<file path="src/rtl/ras_pkg.sv">
package ras_pkg;

    localparam int RAS_ADDR_W = 21;
    localparam int RAS_PTR_W  = 5;

    typedef enum logic [1:0] {
        OP_IDLE = 2'b00,
        OP_PUSH = 2'b01,
        OP_POP  = 2'b10,
        OP_SWAP = 2'b11
    } ras_op_e;

    typedef struct packed {
        logic full;
        logic empty;
        logic overflow;
        logic underflow;
    } ras_status_t;

    function automatic ras_op_e ras_decode(input logic push, input logic pop);
        ras_op_e op;
        unique case ({pop, push})
            2'b01:   op = OP_PUSH;
            2'b10:   op = OP_POP;
            2'b11:   op = OP_SWAP;
            default: op = OP_IDLE;
        endcase
        return op;
    endfunction

endpackage

</file>
<file path="src/rtl/ras_ctrl.sv">
module ras_ctrl
    import ras_pkg::*;
#(
    parameter int PTR_W = RAS_PTR_W
) (
    input  logic             clk,
    input  logic             rst,
    input  logic             push,
    input  logic             pop,
    output logic [PTR_W-1:0] ptr,
    output logic             wr_en,
    output logic [PTR_W-1:0] wr_idx,
    output ras_status_t      status
);

    localparam logic [PTR_W-1:0] PTR_MAX  = '1;
    localparam logic [PTR_W-1:0] PTR_ZERO = '0;

    logic [PTR_W-1:0] ptr_q, ptr_d;
    logic             ovf_q, udf_q;
    logic             ovf_set, udf_set;
    logic             at_top, at_bottom;
    ras_op_e          op;

    assign op        = ras_decode(push, pop);
    assign at_top    = (ptr_q == PTR_MAX);
    assign at_bottom = (ptr_q == PTR_ZERO);

    always_comb begin
        ptr_d   = ptr_q;
        wr_en   = 1'b0;
        wr_idx  = ptr_q;
        ovf_set = 1'b0;
        udf_set = 1'b0;
        unique case (op)
            OP_PUSH: begin
                if (at_top) begin
                    ovf_set = 1'b1;
                end else begin
                    ptr_d  = ptr_q + 1'b1;
                    wr_en  = 1'b1;
                    wr_idx = ptr_q + 1'b1;
                end
            end
            OP_POP: begin
                if (at_bottom) begin
                    udf_set = 1'b1;
                end else begin
                    ptr_d = ptr_q - 1'b1;
                end
            end
            OP_SWAP: begin
                // read-then-write: an empty stack underflows, then takes the push
                if (at_bottom) begin
                    udf_set = 1'b1;
                    ptr_d   = ptr_q + 1'b1;
                    wr_idx  = ptr_q + 1'b1;
                end
                wr_en = 1'b1;
            end
            default: begin
                ptr_d = ptr_q;
            end
        endcase
    end

    always_ff @(posedge clk) begin
        if (rst) begin
            ptr_q <= '0;
            ovf_q <= 1'b0;
            udf_q <= 1'b0;
        end else begin
            ptr_q <= ptr_d;
            ovf_q <= ovf_q | ovf_set;
            udf_q <= udf_q | udf_set;
        end
    end

    assign ptr              = ptr_q;
    assign status.full      = at_top;
    assign status.empty     = at_bottom;
    assign status.overflow  = ovf_q;
    assign status.underflow = udf_q;

endmodule

</file>
<file path="src/rtl/ras_store.sv">
module ras_store #(
    parameter int ADDR_W = 21,
    parameter int PTR_W  = 5
) (
    input  logic              clk,
    input  logic              rst,
    input  logic              wr_en,
    input  logic [PTR_W-1:0]  wr_idx,
    input  logic [ADDR_W-1:0] wr_data,
    input  logic [PTR_W-1:0]  rd_idx,
    output logic [ADDR_W-1:0] rd_data
);

    localparam int SLOTS = (1 << PTR_W) - 1;

    logic [SLOTS:1][ADDR_W-1:0] slot_q;

    for (genvar g = 1; g <= SLOTS; g++) begin : g_slot
        logic [ADDR_W-1:0] q;
        logic              hit;
        assign hit = wr_en && (wr_idx == PTR_W'(g));
        always_ff @(posedge clk) begin
            if (rst) begin
                q <= '0;
            end else if (hit) begin
                q <= wr_data;
            end
        end
        assign slot_q[g] = q;
    end

    // index 0 has no storage and reads as zero
    always_comb begin
        rd_data = '0;
        for (int k = 1; k <= SLOTS; k++) begin
            if (rd_idx == PTR_W'(k)) begin
                rd_data = slot_q[k];
            end
        end
    end

endmodule

</file>
<file path="src/rtl/ras_stack.sv">
module ras_stack
    import ras_pkg::*;
#(
    parameter int ADDR_W = RAS_ADDR_W,
    parameter int PTR_W  = RAS_PTR_W
) (
    input  logic              clk,
    input  logic              rst,
    input  logic              push_en,
    input  logic [ADDR_W-1:0] push_data,
    input  logic              pop_en,
    output logic [ADDR_W-1:0] pop_data,
    output logic [PTR_W-1:0]  sp,
    output logic              full,
    output logic              overflow,
    output logic              underflow
);

    logic             wr_en;
    logic [PTR_W-1:0] wr_idx;
    logic [PTR_W-1:0] ptr;
    ras_status_t      status;

    ras_ctrl #(.PTR_W(PTR_W)) u_ctrl (
        .clk    (clk),
        .rst    (rst),
        .push   (push_en),
        .pop    (pop_en),
        .ptr    (ptr),
        .wr_en  (wr_en),
        .wr_idx (wr_idx),
        .status (status)
    );

    ras_store #(.ADDR_W(ADDR_W), .PTR_W(PTR_W)) u_store (
        .clk     (clk),
        .rst     (rst),
        .wr_en   (wr_en),
        .wr_idx  (wr_idx),
        .wr_data (push_data),
        .rd_idx  (ptr),
        .rd_data (pop_data)
    );

    assign sp        = ptr;
    assign full      = status.full;
    assign overflow  = status.overflow;
    assign underflow = status.underflow;

endmodule

</file>
<file path="config.mk">
export PLATFORM = sky130hd
export DESIGN_NAME = ras_stack
export DESIGN_NICKNAME = d
export VERILOG_FILES = /design/src/rtl/ras_pkg.sv /design/src/rtl/ras_ctrl.sv /design/src/rtl/ras_store.sv /design/src/rtl/ras_stack.sv
export SDC_FILE = /design/constraint.sdc
export NUM_CORES = 2
export LEC_CHECK = 0
export BUFFER_PORTS_ARGS = -buffer_cell sky130_fd_sc_hd__buf_2
export CORE_MARGIN = 2
export CORE_UTILIZATION = 56
export CTS_CLUSTER_SIZE = 8
export DETAILED_ROUTE_END_ITERATION = 10
export PLACE_DENSITY_LB_ADDON = 0.1
export SLEW_MARGIN = 40
export SYNTH_ARGS = -nofsm -noshare
export SYNTH_HDL_FRONTEND = slang
export SYNTH_SLANG_ARGS = --single-unit
</file>
<file path="constraint.sdc">
create_clock -name clk -period 4.45 [get_ports clk]
set_input_delay 0.89 -clock clk [delete_from_list [all_inputs] [get_ports clk]]
set_output_delay 0.89 -clock clk [all_outputs]
set_load 0.005 [all_outputs]
</file>
==> out/metrics.yaml <==
critical_path:
  timing.rr.end: "u_store.g_slot[29].q[14]"
  crit_path_max_fanout: 30
  cp-start-kind: "flip-flop"
  rr_startpoint: "u_ctrl.ptr[0]"
  worst_ep_required_time_ns: 3.56
  crit_type: "flip-flop to output port"
  endpoint_kind: "output port"
  cp.arrival_ns: 3.63
  r2r_cells: 11
  reg2reg_slack_ns: 0.38
detailed_routing:
  vias_per_cell: 7.11
  routedWlPerCell_um: 31.2
  dr.pass1.iters: 7
  dr_total_vias: 30980
  drc: 0
  ant_nets: 0
  wl_mm: 136
  drtIter0Drc: 4869
timing:
  max_freq_mhz: 221
  min_period_over_period: 1.02
  setup_viol: 6
  finalClockSkew_ns: 0.0219
  relSlewSlack: 0.438
  setup_ws_ns: -0.0748
  period_needed_ns: 4.52
  grt_setup_unrepaired: "yes"
  worst_pin_slew_ns: 0.843
  drv_slew: 0
  hold-worst-slack_ns: 0.472
  hold_viol: 0
cts:
  cts_max_path_buffers: 3
  clock_sinks: 658
  clk_latency_ns: 0.67
  ctsHtreeMaxLevel: 3
  path_clk_slew_ns: 0.05
  cts_tree: "built"
  cts_hold_buffers: 0
  cts_root_buffer: "clkbuf_16"
  cts_inserted_buffers: 92
global_routing:
  antenna_found_initial: 13
  grt_max_degree: 156
  grt_pass1_wl_mm: 194
  grt_usage: 0.443
  first_global_vias: 28572
  overflow: 0
floorplan:
  core_area_sq_um: 56200
  num_rows: 87
  die_area_sq_um: 58400
  die_y_um: 242
  die_w_um: 242
  ios: 54
  start_util: 0.563
layout:
  area_growth_pct: 16.2
  final_cell_mix: "dfxtp_1 (653), o21ai_0 (422), nand3b_1 (370)"
  layout_commonest_cell: "dfxtp_1"
  nets: 3622
  final_core_util: 0.655
  drive_gt1_frac: 0.158
logic_synthesis:
  synth.avg_cell_area_sq_um: 8.84
  synth_seq_area_share: 0.416
  async_flop_share: 0
  syn-instance-count: 3581
  synth_edf_count: 0
  yosysTopAreaCellShare: 0.416
  synthesis.nets: 3614
  yosys.area.top_type: "dfxtp_1"
  yosys_warnings: 0
  ys_types: 86
  yosys-top-cells-area: "dfxtp_1 (42%), mux2i_1 (9.5%), nand3b_1 (8.8%)"
  synth_ff_type: "dfxtp_1"
  synth_area_sq_um: 31600
  synth-seq-cells: 658
min_path:
  hold_path.class: "flip-flop to flip-flop"
  min_to: "u_ctrl.ovf_q"
  min-delay-start: "u_ctrl.ovf_q"
  min_path_cells: 2
power:
  power_density_nw_per_um2: 469
  static-leakage-power_nw: 13.1
  peakVddDrop_uv: 327
placed_design:
  post-place-ws_ns: -0.110
  dpl.hpwl_mm: 89.0
  gp_congestion: 1.01
  io_buffers: 53
flow_run:
  cap_violations: 0
status:
  status: "complete, but fails checks"
  violations: "setup timing"
-- cells in the mapped netlist (34+ instances only) --
library cell	n
inv_1	36
dfxtp_1	658
buf_2	67
nand2b_1	94
mux2i_1	301
buf_1	34
clkbuf_1	263
o221ai_1	34
o22ai_1	61
nor2_1	364
o21ai_0	437
a221oi_1	41
a21oi_1	131
nand2_1	124
nand3b_1	370
-- worst max-delay path, stage by stage (launching register included) --
cell and delay (ns):
dfxtp_4 0.56, buf_12 0.26, or3b_4 0.54, o21bai_2 0.32, o22ai_1 0.15, o31ai_1 0.52, o211a_1 0.36, a21o_1 0.15
buf_2 0.11
-- routing by layer --
metal,vias up,share of wire,global-route usage
met1,15015,0.38,0.582
met5,-,0.00018,0
li1,13063,-,-
met4,4,0.074,0.286
met3,554,0.13,0.123
met2,2344,0.41,0.640
-- state kept, by name, indices dropped and copies added, names as in the netlist --
| name | cells |
|---|---|
| u_ctrl.ovf_q | 1 |
| u_ctrl.ptr | 5 |
| u_ctrl.udf_q | 1 |
| u_store.g_slot.q | 651 |
-- through the flow --
| stage | cells | power, W | setup TNS, ns | cell area (sq um) |
|---|---|---|---|---|
| 5_1_grt | 4354 | 0.0175 | -0.212 | 36800 |
| 6_report | 4360 | 0.0172 | -0.179 | 36800 |
| 3_5_place_dp | 4206 | 0.0102 | -0.110 | 33100 |
| 3_3_place_gp | 4205 | 0.0102 | -0.0499 | 33100 |
| 2_1_floorplan | 3581 | 0.00842 | 0 | 31600 |
| 4_1_cts | 4336 | 0.0168 | -0.00900 | 36200 |
-- logic make-up after synthesis --
kind of cell             count (synthesis)  share of synthesized area
AO/OA/AOI/OAI                         1011                      0.210
multiplexers                           301                     0.0952
AND/OR/NAND/NOR                       1171                      0.215
adder cells (fa/ha/maj)                  8                    0.00316
XOR/XNOR                                 3                   0.000831
flip-flops                             658                      0.416
buffers and inverters                  429                     0.0595
-- worst max-delay path by stage --
stage	from	end	slack (ns)	cells after the start
final	u_ctrl.ptr[4]	pop_data[18]	-0.07	8
after global routing	u_ctrl.ptr[0]	pop_data[9]	-0.06	13
after CTS	u_ctrl.ptr[0]	pop_data[1]	-0.009	10
after detailed placement	u_ctrl.ptr[1]	pop_data[19]	-0.11	9
after global placement	u_ctrl.ptr[1]	pop_data[19]	-0.05	9
after floorplan	u_ctrl.ptr[1]	pop_data[19]	0.02	16
-- what timing repair did --
action                     CTS  global route
pin swaps                   13            15
setup endpoints to repair   21            20
gates cloned                 3             3
gates resized for setup     79            74
buffers inserted            24            15
-- area by class of cell --
| class | count | area, sq um |
|---|---|---|
| fillers | 4742 | 19400 |
| multi-input cells | 2494 | 17400 |
| flip-flops and latches | 658 | 13200 |
| repair buffers | 306 | 2580 |
| clock buffers | 96 | 2350 |
| well taps | 756 | 946 |
| inverters | 37 | 145 |
| clock inverters | 7 | 109 |
| diodes | 6 | 15.0 |
-- report_power, final --
part	switching, W	leakage, nW	internal, W
combinational	0.00304	6.55	0.00165
sequential	0.000141	5.31	0.00605
clock	0.00264	1.21	0.00370
total	0.00583	13.1	0.0114
Power figures use the tool's default switching activity.
